[src/rtl/gs_pwm_pkg.sv]
package gs_pwm_pkg;

  localparam int COLORS_PER_GROUP = 3;

  typedef enum logic [1:0] {
    COLOR_RED   = 2'd0,
    COLOR_GREEN = 2'd1,
    COLOR_BLUE  = 2'd2
  } color_e;

  typedef struct packed {
    logic blank;
    logic repeat_en;
    logic tmrst;
  } ctl_flags_t;

  localparam ctl_flags_t FLAGS_RESET = '{blank: 1'b1, repeat_en: 1'b0, tmrst: 1'b0};

  function automatic color_e color_of(input int unsigned chan);
    return color_e'(chan % COLORS_PER_GROUP);
  endfunction

endpackage

[src/rtl/gs_latch_bank.sv]
module gs_latch_bank
  import gs_pwm_pkg::*;
#(
  parameter int NCH   = 12,
  parameter int CNT_W = 16
) (
  input  logic                   clk,
  input  logic                   rst_n,
  input  logic                   load,
  input  logic [NCH*CNT_W-1:0]   words_in,
  input  ctl_flags_t             flags_in,
  output logic [NCH*CNT_W-1:0]   words_q,
  output ctl_flags_t             flags_q
);

  always_ff @(posedge clk or negedge rst_n) begin
    if (!rst_n) begin
      flags_q <= FLAGS_RESET;
    end else if (load) begin
      flags_q <= flags_in;
    end
  end

  for (genvar n = 0; n < NCH; n++) begin : g_word
    always_ff @(posedge clk or negedge rst_n) begin
      if (!rst_n) begin
        words_q[n*CNT_W +: CNT_W] <= '0;
      end else if (load) begin
        words_q[n*CNT_W +: CNT_W] <= words_in[n*CNT_W +: CNT_W];
      end
    end
  end

endmodule

[src/rtl/gs_period_ctr.sv]
module gs_period_ctr #(
  parameter int CNT_W = 16
) (
  input  logic             clk,
  input  logic             rst_n,
  input  logic             load,
  input  logic             tmrst_in,
  input  logic             repeat_en,
  output logic [CNT_W-1:0] pos_q,
  output logic             run_q,
  output logic             step,
  output logic             hold
);

  localparam logic [CNT_W-1:0] LAST_STEP = '1;

  logic restart;

  assign restart = load & tmrst_in;
  assign hold    = load & ~tmrst_in;
  assign step    = run_q & ~load;

  always_ff @(posedge clk or negedge rst_n) begin
    if (!rst_n) begin
      pos_q <= '0;
      run_q <= 1'b0;
    end else if (restart) begin
      pos_q <= '0;
      run_q <= 1'b1;
    end else if (step) begin
      if (pos_q == LAST_STEP) begin
        pos_q <= '0;
        run_q <= repeat_en;
      end else begin
        pos_q <= pos_q + 1'b1;
      end
    end
  end

endmodule

[src/rtl/gs_chan_cmp.sv]
module gs_chan_cmp #(
  parameter int CNT_W = 16
) (
  input  logic             clk,
  input  logic             rst_n,
  input  logic             step,
  input  logic             hold,
  input  logic [CNT_W-1:0] pos,
  input  logic [CNT_W-1:0] level,
  output logic             on_q
);

  always_ff @(posedge clk or negedge rst_n) begin
    if (!rst_n) begin
      on_q <= 1'b0;
    end else if (step) begin
      on_q <= (pos < level);
    end else if (!hold) begin
      on_q <= 1'b0;
    end
  end

endmodule

[src/rtl/gs_pwm_engine.sv]
module gs_pwm_engine
  import gs_pwm_pkg::*;
#(
  parameter int GROUPS = 4,
  parameter int CNT_W  = 16,
  localparam int NCH   = GROUPS * COLORS_PER_GROUP
) (
  input  logic                 clk,
  input  logic                 rst_n,
  input  logic                 latch_strobe,
  input  logic [NCH*CNT_W-1:0] gs_words,
  input  logic                 ctl_blank,
  input  logic                 ctl_repeat,
  input  logic                 ctl_tmrst,
  output logic [NCH-1:0]       pwm_out
);

  ctl_flags_t           flags_in;
  ctl_flags_t           flags_w;
  logic [NCH*CNT_W-1:0] words_w;
  logic [CNT_W-1:0]     pos_w;
  logic                 run_w;
  logic                 step_w;
  logic                 hold_w;
  logic [NCH-1:0]       on_w;

  assign flags_in = '{blank: ctl_blank, repeat_en: ctl_repeat, tmrst: ctl_tmrst};

  gs_latch_bank #(.NCH(NCH), .CNT_W(CNT_W)) u_bank (
    .clk      (clk),
    .rst_n    (rst_n),
    .load     (latch_strobe),
    .words_in (gs_words),
    .flags_in (flags_in),
    .words_q  (words_w),
    .flags_q  (flags_w)
  );

  gs_period_ctr #(.CNT_W(CNT_W)) u_ctr (
    .clk       (clk),
    .rst_n     (rst_n),
    .load      (latch_strobe),
    .tmrst_in  (ctl_tmrst),
    .repeat_en (flags_w.repeat_en),
    .pos_q     (pos_w),
    .run_q     (run_w),
    .step      (step_w),
    .hold      (hold_w)
  );

  for (genvar n = 0; n < NCH; n++) begin : g_chan
    gs_chan_cmp #(.CNT_W(CNT_W)) u_cmp (
      .clk   (clk),
      .rst_n (rst_n),
      .step  (step_w),
      .hold  (hold_w),
      .pos   (pos_w),
      .level (words_w[n*CNT_W +: CNT_W]),
      .on_q  (on_w[n])
    );
  end

  assign pwm_out = flags_w.blank ? '0 : on_w;

endmodule

[config.mk]
export PLATFORM = sky130hd
export DESIGN_NAME = gs_pwm_engine
export DESIGN_NICKNAME = d
export VERILOG_FILES = /design/src/rtl/gs_pwm_pkg.sv /design/src/rtl/gs_latch_bank.sv /design/src/rtl/gs_period_ctr.sv /design/src/rtl/gs_chan_cmp.sv /design/src/rtl/gs_pwm_engine.sv
export SDC_FILE = /design/constraint.sdc
export NUM_CORES = 1
export LEC_CHECK = 0
export ABC_AREA = 1
export BUFFER_PORTS_ARGS = -buffer_cell sky130_fd_sc_hd__buf_2
export CORE_ASPECT_RATIO = 1.5
export CORE_UTILIZATION = 63
export CTS_CLUSTER_SIZE = 20
export DETAILED_ROUTE_END_ITERATION = 10
export PLACE_DENSITY = 0.87
export SYNTH_ARGS = -nofsm -noshare
export SYNTH_HDL_FRONTEND = slang
export SYNTH_HIERARCHICAL = 1
export SYNTH_SLANG_ARGS = --single-unit
[constraint.sdc]
create_clock -name clk -period 4.3 [get_ports clk]
set_clock_uncertainty 0.05 [all_clocks]
set_input_delay 0 -clock clk [delete_from_list [all_inputs] [get_ports clk]]
set_output_delay 0 -clock clk [all_outputs]
set_load 0.005 [all_outputs]
==> results of run 1 <==
## report_power, final
part	internal, W	switching, W
combinational	0.000563	0.000781
clock	0.00132	0.000880
sequential	0.00229	0.000222
total	0.00417	0.00188
## stage by stage
step | cells | cell area, um^2 | hold slack, ns
finish | 2546 | 18000 | -0.00830
global route | 2546 | 18000 | 0.0433
floorplan | 1845 | 13900 | -0.346
global placement | 2283 | 15000 | 0.142
detailed placement | 2283 | 15000 | 0.154
CTS | 2546 | 18000 | 0.000810
## critical path: stages, from the launching register on
cell	delay (ns)
dfrtp_1	1.14
ha_1	0.41
a21oi_1	0.18
nor2_1	0.07
nor3_1	0.21
nand2_1	0.09
nand2_1	0.07
nand2_1	0.06
nand2_1	0.06
## sequential cells by signal (all words and copies together), names as in the netlist
| name | flops |
|---|---|
| g_chan.u_cmp/on_q | 12 |
| u_bank/flags_q | 2 |
| u_bank/words_q | 192 |
| u_ctr/pos_q | 16 |
| u_ctr/run_q | 1 |
## worst max-delay path by stage
stage | startpoint | end | slack (ns) | depth (start not counted)
final | u_ctr/pos_q[5] | g_chan[9].u_cmp/on_q | 1.90 | 8
after global routing | u_ctr/pos_q[5] | g_chan[2].u_cmp/on_q | 1.87 | 8
after CTS | u_ctr/pos_q[5] | g_chan[2].u_cmp/on_q | 2.07 | 8
after detailed placement | u_ctr/pos_q[5] | u_ctr/pos_q[4] | 2.14 | 7
after global placement | u_ctr/pos_q[1] | u_ctr/pos_q[4] | 2.17 | 8
after floorplan | u_ctr/pos_q[1] | u_ctr/pos_q[7] | 2.52 | 9
## layout make-up
cell class                      count  area, um^2  share of cell area
Clock buffer                       32         669              0.0371
Multi-Input combinational cell   1307        6950               0.385
Sequential cell                   223        5580               0.310
Tap cell                          272         340              0.0189
Inverter                          269        1020              0.0564
Clock inverter                      8         143             0.00791
Timing Repair Buffer              435        3330               0.185
## per-layer routing
layer	vias to the layer above	global-route usage	wire (um)
li1	6464	-	-
met1	6699	0.453	15800
met2	937	0.719	22600
met3	389	0.108	4280
met4	2	0.373	4910
met5	-	0	14
==> reports/results.txt, run 1 <==
DP HPWL = 24.1 mm
DIE AREA = 22700 um^2
number of global-route vias before repair = 15210
pin count of the biggest net entering global routing = 160
pre-CTS setup slack = 2.14 ns
IO Count = 210
Syn Area/Cell = 7.54 um^2
Max Fanout on Critical Path = 16
number of antenna violations at the first check in global routing = 1
final worst-path cycle share = 0.557
H-Tree Level Count = 1
CP Launch Type = flip-flop
final worst setup slack = 1.90 ns
fillers = 1171
commonest non-fill, non-tap cell in the layout = nand2_1
Reg clk slew, reported paths = 0.07 ns
RR Endpoint = g_chan[9].u_cmp/on_q
remaining antenna violation count = 0
gr usage total = 0.434
# diodes = 0
final hold violations = 1
DRC viols = 0
DIE WIDTH = 123 um
IO Port Bufs = 209
Max Freq = 0.417 GHz
Arr. time, crit path = 2.81 ns
Hold-fix buffers, CTS = 223
Num CTS Buffers = 22
drt pass-1 iters = 8
grt ovf = 0
internal reg-to-reg setup slack = 1.90 ns
Syn. warnings = 6
hold path start = latch_strobe
worst setup path class = flip-flop to flip-flop
routed vias = 14491
Leakage = 10.4 nW
Worst IR Drop VDD = 0.332 mV
root buffer cell = clkbuf_16
starting DRC count in detailed routing = 1358
setup tns final = 0 ns
PostCTS Resize Cnt = 0
DR vias/cell = 5.69
TritonCTS clock tree = built
Tot Pwr = 0.00606 W
drt wl/cell = 18.7 um
Core Area = 21700 um^2
max-cap violations = 0
hold path depth = 3
Cells after Synth = 1845
worst r2r src = u_ctr/pos_q[5]
layout cells sized above 1 = 0.133
first-pass GRT wire length = 74.1 mm
RSZ-0062 raised after global routing = false
Area growth, synth to finish = 29.5%
Worst Tran Pin Value = 1.20 ns
postcts setup bufs = 0
clk sinks = 223
worst rel slew slack = 0.201
status = complete, but fails checks
Mapped Area = 13900 um^2
Hold Crit Endpoint = u_bank/words_q[151]
worst min-delay path category = primary input to flip-flop
DIE HEIGHT = 184 um
Placer Congestion = 0.876
Final Max Slew Viols = 0
Core Util, Final = 0.830
later-pin clock latency in the skew report = 0.53 ns
most frequent cells in the layout = 845 x nand2_1, 265 x inv_1, 223 x dlygate4sd3_1
min cycle time layout = 2.40 ns
Clock Path Buffers = 3
row cnt = 66
DRT Wirelength = 47.6 mm
syn_nets = 2224
hold_ws = -0.00830 ns
endpoint type of the worst setup path = flip-flop
# setup viols final = 0
NumNets Final = 2637
Initial Util = 0.641
reg2reg path depth = 8
failing checks = negative hold slack
Pwr per Cell Area = 336 nW/um^2
data required time of the worst path = 4.71 ns
No activity file was read; power rests on OpenSTA's default activity.
==> run 2: changes to the inputs <==
--- a/config.mk
+++ b/config.mk
@@ -8,10 +8,10 @@
 export ABC_AREA = 1
 export BUFFER_PORTS_ARGS = -buffer_cell sky130_fd_sc_hd__buf_2
 export CORE_ASPECT_RATIO = 1.5
-export CORE_UTILIZATION = 63
+export CORE_UTILIZATION = 53
 export CTS_CLUSTER_SIZE = 20
 export DETAILED_ROUTE_END_ITERATION = 10
-export PLACE_DENSITY = 0.87
+export PLACE_DENSITY = 0.78
 export SYNTH_ARGS = -nofsm -noshare
 export SYNTH_HDL_FRONTEND = slang
 export SYNTH_HIERARCHICAL = 1
==> constraint.sdc (replaced) <==
create_clock -name clk -period 2.1 [get_ports clk]
set_clock_uncertainty 0.05 [all_clocks]
set_input_delay 0 -clock clk [delete_from_list [all_inputs] [get_ports clk]]
set_output_delay 0 -clock clk [all_outputs]
set_load 0.005 [all_outputs]
==> run 2 against run 1 <==
Against the previous run:
- the flow still finishes with violations (negative hold slack)
- die area grew 19%
- combinational power rose by 130%
- maximum frequency is 35% higher
- critical path depth did not move
- hold slack barely moved
- worst setup slack worse by 1.6 ns
- final area is 3.2% higher
- count of clock-buffer cells in the layout up 3
- sequential share of layout area down 0.96 points
- total power rose by 97%
- first-iteration DRC count is 36% lower
- critical path type unchanged
- largest cell class unchanged
==> reports/results.txt, run 2 (synthesis results as in run 1) <==
number of antenna violations at the first check in global routing = 2
Internal Power = 0.00821 W
DP HPWL = 26.6 mm
root buffer cell = clkbuf_16
largest reg by FF count = u_bank/words_q
DR vias/cell = 5.22
Pwr per Cell Area = 643 nW/um^2
number of global-route vias before repair = 14332
endpoint type of the worst setup path = flip-flop
routed vias = 13909
Top Usage Layer GRT = met2
first-pass GRT wire length = 70.4 mm
worst r2r src = u_ctr/run_q
Leakage = 10.8 nW
Max Fanout on Critical Path = 14
reg2reg path depth = 8
setup tns final = 0 ns
failing checks = negative hold slack
CP Launch Type = flip-flop
Tot Pwr = 0.0120 W
most frequent cells in the layout = 845 x nand2_1, 265 x inv_1, 245 x dlygate4sd3_1
Clock Path Buffers = 3
hold_ws = -0.00840 ns
IO Count = 210
data required time of the worst path = 2.51 ns
layout cells sized above 1 = 0.142
Final Max Slew Viols = 0
H-Tree Level Count = 1
pin count of the biggest net entering global routing = 154
CP peak stage delay = 0.50 ns
DRT Wirelength = 44.4 mm
final worst setup slack = 0.325 ns
commonest non-fill, non-tap cell in the layout = nand2_1
final hold violations = 3
Core Area = 25800 um^2
Worst Tran Pin Value = 0.825 ns
pre-CTS setup slack = 0.382 ns
grt ovf = 0
NumNets Final = 2696
row cnt = 72
# setup viols final = 0
internal reg-to-reg setup slack = 0.32 ns
met2 Use GR = 0.600
Area growth, synth to finish = 33.6%
starting DRC count in detailed routing = 869
DIE HEIGHT = 200 um
DRC viols = 0
fillers = 1851
drt wl/cell = 16.7 um
Reg clk slew, reported paths = 0.06 ns
DIE WIDTH = 134 um
Sw Share = 0.313
later-pin clock latency in the skew report = 0.53 ns
Arr. time, crit path = 2.18 ns
drt pass-1 iters = 7
IO Port Bufs = 209
TritonCTS clock tree = built
Logic pwr share = 0.256
DIE AREA = 26900 um^2
gr usage total = 0.336
clk sinks = 223
CP max stage cell = inv_1
remaining antenna violation count = 0
Num CTS Buffers = 23
Initial Util = 0.540
final worst-path cycle share = 0.845
GR Layer Usage met1 = 0.369
P_sw = 0.00375 W
Clk pwr share = 0.329
worst setup path class = flip-flop to flip-flop
sequential share of power = 0.415
number of flip-flops under the largest register name = 192
max-cap violations = 0
worst rel slew slack = 0.449
min cycle time layout = 1.78 ns
postcts setup bufs = 0
PostCTS Resize Cnt = 0
met3 Usage GRT = 0.0376
status = complete, but fails checks
RSZ-0062 raised after global routing = false
Regs by FF count = u_bank/words_q (192), u_ctr/pos_q (16), g_chan.u_cmp/on_q (12)
RR Endpoint = g_chan[5].u_cmp/on_q
Max Freq = 0.563 GHz
most used cell, CP = nand2_1
Cell Chain, Critical Path = nand2_1 > inv_1 > inv_1 > a211oi_1 > nand2_1 > nor2_1 > nand2_1 > nand2_1
worst min-delay path category = primary input to asynchronous set/reset pin
Placer Congestion = 0.875
Worst IR Drop VDD = 0.682 mV
## run 2: cell count changes in the layout (fill, tap and decap cells not counted)
cell and delta:
bufinv_16 -3, clkinvlp_4 -1, clkbuf_1 +7, buf_12 +10, clkbuf_8 -4, clkinv_2 +1
diode_2 +2, buf_4 +26, dlygate4sd3_1 +22
## run 2: layout make-up
type | count | area [um^2] | area share
Antenna cell | 2 | 5.00 | 0.000269
Clock buffer | 35 | 641 | 0.0344
Timing Repair Buffer | 493 | 3950 | 0.212
Inverter | 269 | 1020 | 0.0546
Multi-Input combinational cell | 1307 | 6950 | 0.373
Sequential cell | 223 | 5580 | 0.300
Clock inverter | 5 | 50.0 | 0.00269
Tap cell | 333 | 417 | 0.0224
## run 2: worst max-delay path: cells and delay by family, from the launching register on
kind	cells	cell delay [ns]
AO/OA/AOI/OAI	1	0.23
buffers and inverters	2	0.70
flip-flops	1	0.35
AND/OR/NAND/NOR	5	0.38
## run 2: metal layers
metal	share of wire	vias up
met2	0.51	590
li1	-	6579
met1	0.37	6515
met5	0	-
met3	0.053	225
met4	0.073	0
## run 2: through the flow
step                instance area (um^2)  hold WS [ns]  utilization  instances
finish                             18600      -0.00840        0.722       2667
global route                       18600        0.0617        0.722       2667
CTS                                18600        0.0168        0.722       2665
detailed placement                 15500       -0.0185        0.600       2380
global placement                   15500       -0.0184        0.600       2380
floorplan                          13900        -0.346            -       1845
## run 2: timing repair
item | CTS | global route
hold endpoints to repair | 435 | 0
hold buffers | 245 | 0
setup endpoints to repair | 0 | 0
## run 2: worst max-delay path by stage
stage,startpoint,endpoint,slack (ns),depth (start not counted)
after floorplan,u_ctr/pos_q[1],u_ctr/pos_q[7],0.32,9
after global placement,u_ctr/pos_q[13],u_ctr/pos_q[4],0.43,8
after detailed placement,u_ctr/pos_q[9],g_chan[5].u_cmp/on_q,0.38,9
after CTS,u_ctr/run_q,g_chan[5].u_cmp/on_q,0.36,8
after global routing,u_ctr/run_q,g_chan[6].u_cmp/on_q,0.12,8
final,u_ctr/run_q,g_chan[5].u_cmp/on_q,0.32,8
## run 2: power by group through the flow
stage / registers [W] / logic (W) / clock network, W
after floorplan: 0.00500 / 0.00154 / 0
after global placement: 0.00500 / 0.00242 / 0
after detailed placement: 0.00501 / 0.00253 / 0
after CTS: 0.00494 / 0.00294 / 0.00399
after global routing: 0.00500 / 0.00340 / 0.00417
final: 0.00497 / 0.00306 / 0.00394
==> run 3: changes to the inputs <==
--- a/config.mk
+++ b/config.mk
@@ -8,10 +8,10 @@
 export ABC_AREA = 1
 export BUFFER_PORTS_ARGS = -buffer_cell sky130_fd_sc_hd__buf_2
 export CORE_ASPECT_RATIO = 1.5
-export CORE_UTILIZATION = 53
+export CORE_UTILIZATION = 58
 export CTS_CLUSTER_SIZE = 20
 export DETAILED_ROUTE_END_ITERATION = 10
-export PLACE_DENSITY = 0.78
+export PLACE_DENSITY = 0.81
 export SYNTH_ARGS = -nofsm -noshare
 export SYNTH_HDL_FRONTEND = slang
 export SYNTH_HIERARCHICAL = 1
==> constraint.sdc (replaced) <==
create_clock -name clk -period 1.65 [get_ports clk]
set_clock_uncertainty 0.05 [all_clocks]
set_input_delay 0 -clock clk [delete_from_list [all_inputs] [get_ports clk]]
set_output_delay 0 -clock clk [all_outputs]
set_load 0.005 [all_outputs]
==> run 3 against run 2 <==
Against the previous run:
- the run ends with design-rule violations, negative setup slack left
- count of clock-buffer cells in the layout decreased by 2
- sequential share of layout area decreased by 0.64 points
- global-route usage increased by 3.2 points
- clock power increased by 27%
- die area decreased by 8.5%
- hold slack improved by 0.18 ns
- total power increased by 30%
- register-to-register slack got worse by 0.47 ns
- maximum frequency decreased by 1.1%
- sequential power increased by 28%
- critical path type unchanged
- critical endpoint is now g_chan[0].u_cmp/on_q
- largest cell class unchanged
==> reports/results.txt, run 3 (synthesis results as in run 1) <==
P_sw = 0.00501 W
drt pass-1 iters = 11
pin count of the biggest net entering global routing = 91
final worst-path cycle share = 1.09
DRC viols = 3
DIE AREA = 24600 um^2
Num CTS Buffers = 22
IO Port Bufs = 209
H-Tree Level Count = 1
later-pin clock latency in the skew report = 0.53 ns
final hold violations = 0
# setup viols final = 6
Tot Pwr = 0.0155 W
Logic pwr share = 0.268
DP HPWL = 26.2 mm
number of flip-flops under the largest register name = 192
Worst IR Drop VDD = 0.754 mV
DRT Wirelength = 47.5 mm
TritonCTS clock tree = built
number of antenna violations at the first check in global routing = 3
data required time of the worst path = 2.02 ns
grt ovf = 0
Clk pwr share = 0.322
Pwr per Cell Area = 814 nW/um^2
drt wl/cell = 17.9 um
root buffer cell = clkbuf_16
RSZ-0062 raised after global routing = true
Max Fanout on Critical Path = 5
routed vias = 14471
Final Max Slew Viols = 0
max-cap violations = 0
starting DRC count in detailed routing = 1222
min cycle time layout = 1.80 ns
clk sinks = 223
status = complete, but fails checks
DIE WIDTH = 128 um
worst setup path class = flip-flop to flip-flop
Max Freq = 0.557 GHz
Arr. time, crit path = 2.16 ns
sequential share of power = 0.410
most used cell, CP = nand2_1
Regs by FF count = u_bank/words_q (192), u_ctr/pos_q (16), g_chan.u_cmp/on_q (12)
worst rel slew slack = 0.395
NumNets Final = 2699
CP Launch Type = flip-flop
endpoint type of the worst setup path = flip-flop
commonest non-fill, non-tap cell in the layout = nand2_1
Worst Tran Pin Value = 0.908 ns
gr usage total = 0.368
pre-CTS setup slack = 0.0103 ns
most frequent cells in the layout = 839 x nand2_1, 265 x inv_1, 223 x dlygate4sd3_1
Leakage = 10.8 nW
Internal Power = 0.0105 W
Area growth, synth to finish = 36.9%
Reg clk slew, reported paths = 0.07 ns
Core Area = 23700 um^2
Placer Congestion = 0.953
final worst setup slack = -0.146 ns
number of global-route vias before repair = 14522
worst min-delay path category = primary input to flip-flop
DR vias/cell = 5.45
Cell Chain, Critical Path = buf_4 > ha_1 > nand2_1 > nor4_2 > nand2_1 > nand2_1 > nand2_1
DIE HEIGHT = 192 um
failing checks = design-rule violations, negative setup slack
CP peak stage delay = 0.46 ns
row cnt = 69
Sw Share = 0.323
largest reg by FF count = u_bank/words_q
layout cells sized above 1 = 0.177
IO Count = 210
first-pass GRT wire length = 70.0 mm
CP max stage cell = dfrtp_2
Clock Path Buffers = 3
Initial Util = 0.588
remaining antenna violation count = 0
==> run 3: changes by cell type in the layout (fill, tap and decap cells not counted), moves of 11 or more <==
cell / delta
ha_4: +18
a21oi_2: +11
buf_4: +12
ha_1: -19
a21oi_1: -11
dlygate4sd3_1: -22
==> run 3: final timing paths <==
kind	startpoint	end	slack, ns	cells after the start
setup / recovery	u_ctr/pos_q[10]	g_chan[0].u_cmp/on_q	-0.15	7
hold / removal	gs_words[135]	u_bank/words_q[135]	0.17	4
setup reg to reg	u_ctr/pos_q[10]	g_chan[0].u_cmp/on_q	-0.15	7
hold reg to reg	u_bank/words_q[149]	u_bank/words_q[149]	0.42	2
max in group asynchronous	rst_n	u_bank/flags_q[2]	0.36	4
min in group asynchronous	rst_n	u_bank/words_q[183]	0.49	3
==> run 3: timing repair <==
item / CTS / global route
setup endpoints to repair: 4 / 24
pin swaps: 0 / 19
cloned: 0 / 1
setup buffers: 0 / 6
endpoints found under the hold margin: 426 / 0
hold buffers: 223 / 0
resized for setup: 2 / 73
==> run 3: power groups by stage <==
stage          sequential (W)  combinational (W)  clock, W
5_1_grt               0.00639            0.00459   0.00524
6_report              0.00636            0.00415   0.00500
2_1_floorplan         0.00637            0.00196         0
3_3_place_gp          0.00637            0.00309         0
3_5_place_dp          0.00639            0.00324         0
4_1_cts               0.00630            0.00367   0.00497
==> run 3: critical path: cells and delay by family (launching register included) <==
family | cells | cell delay (ns)
flops | 1 | 0.46
simple gates | 5 | 0.71
fa+ha+maj | 1 | 0.28
buf+inv | 1 | 0.19
==> run 3: final cells by class <==
type	instances	area, um^2
Tap cell	319	399
Clock inverter	5	28.8
Timing Repair Buffer	497	4030
Multi-Input combinational cell	1307	7310
Sequential cell	223	5600
Fill cell	1405	4600
Antenna cell	3	7.51
Inverter	269	1020
Clock buffer	33	663
==> run 3: stage by stage <==
step / area (um^2) / util / hold WS (ns) / cells / TNS [ns]
6_report: 19100 / 0.806 / 0.170 / 2656 / -0.284
3_5_place_dp: 15600 / 0.661 / -0.0817 / 2385 / 0
2_1_floorplan: 13900 / - / -0.346 / 1845 / 0
3_3_place_gp: 15600 / 0.661 / -0.0783 / 2385 / 0
5_1_grt: 19100 / 0.806 / 0.184 / 2656 / -1.02
4_1_cts: 18600 / 0.785 / 0.154 / 2646 / 0
==> run 3: routing by layer <==
metal | up-vias | wire length, um | GRT usage
met4 | 0 | 3970 | 0.282
met5 | - | 0 | 0
met3 | 310 | 3270 | 0.0560
li1 | 6586 | - | -
met1 | 6740 | 16500 | 0.400
met2 | 835 | 23800 | 0.641
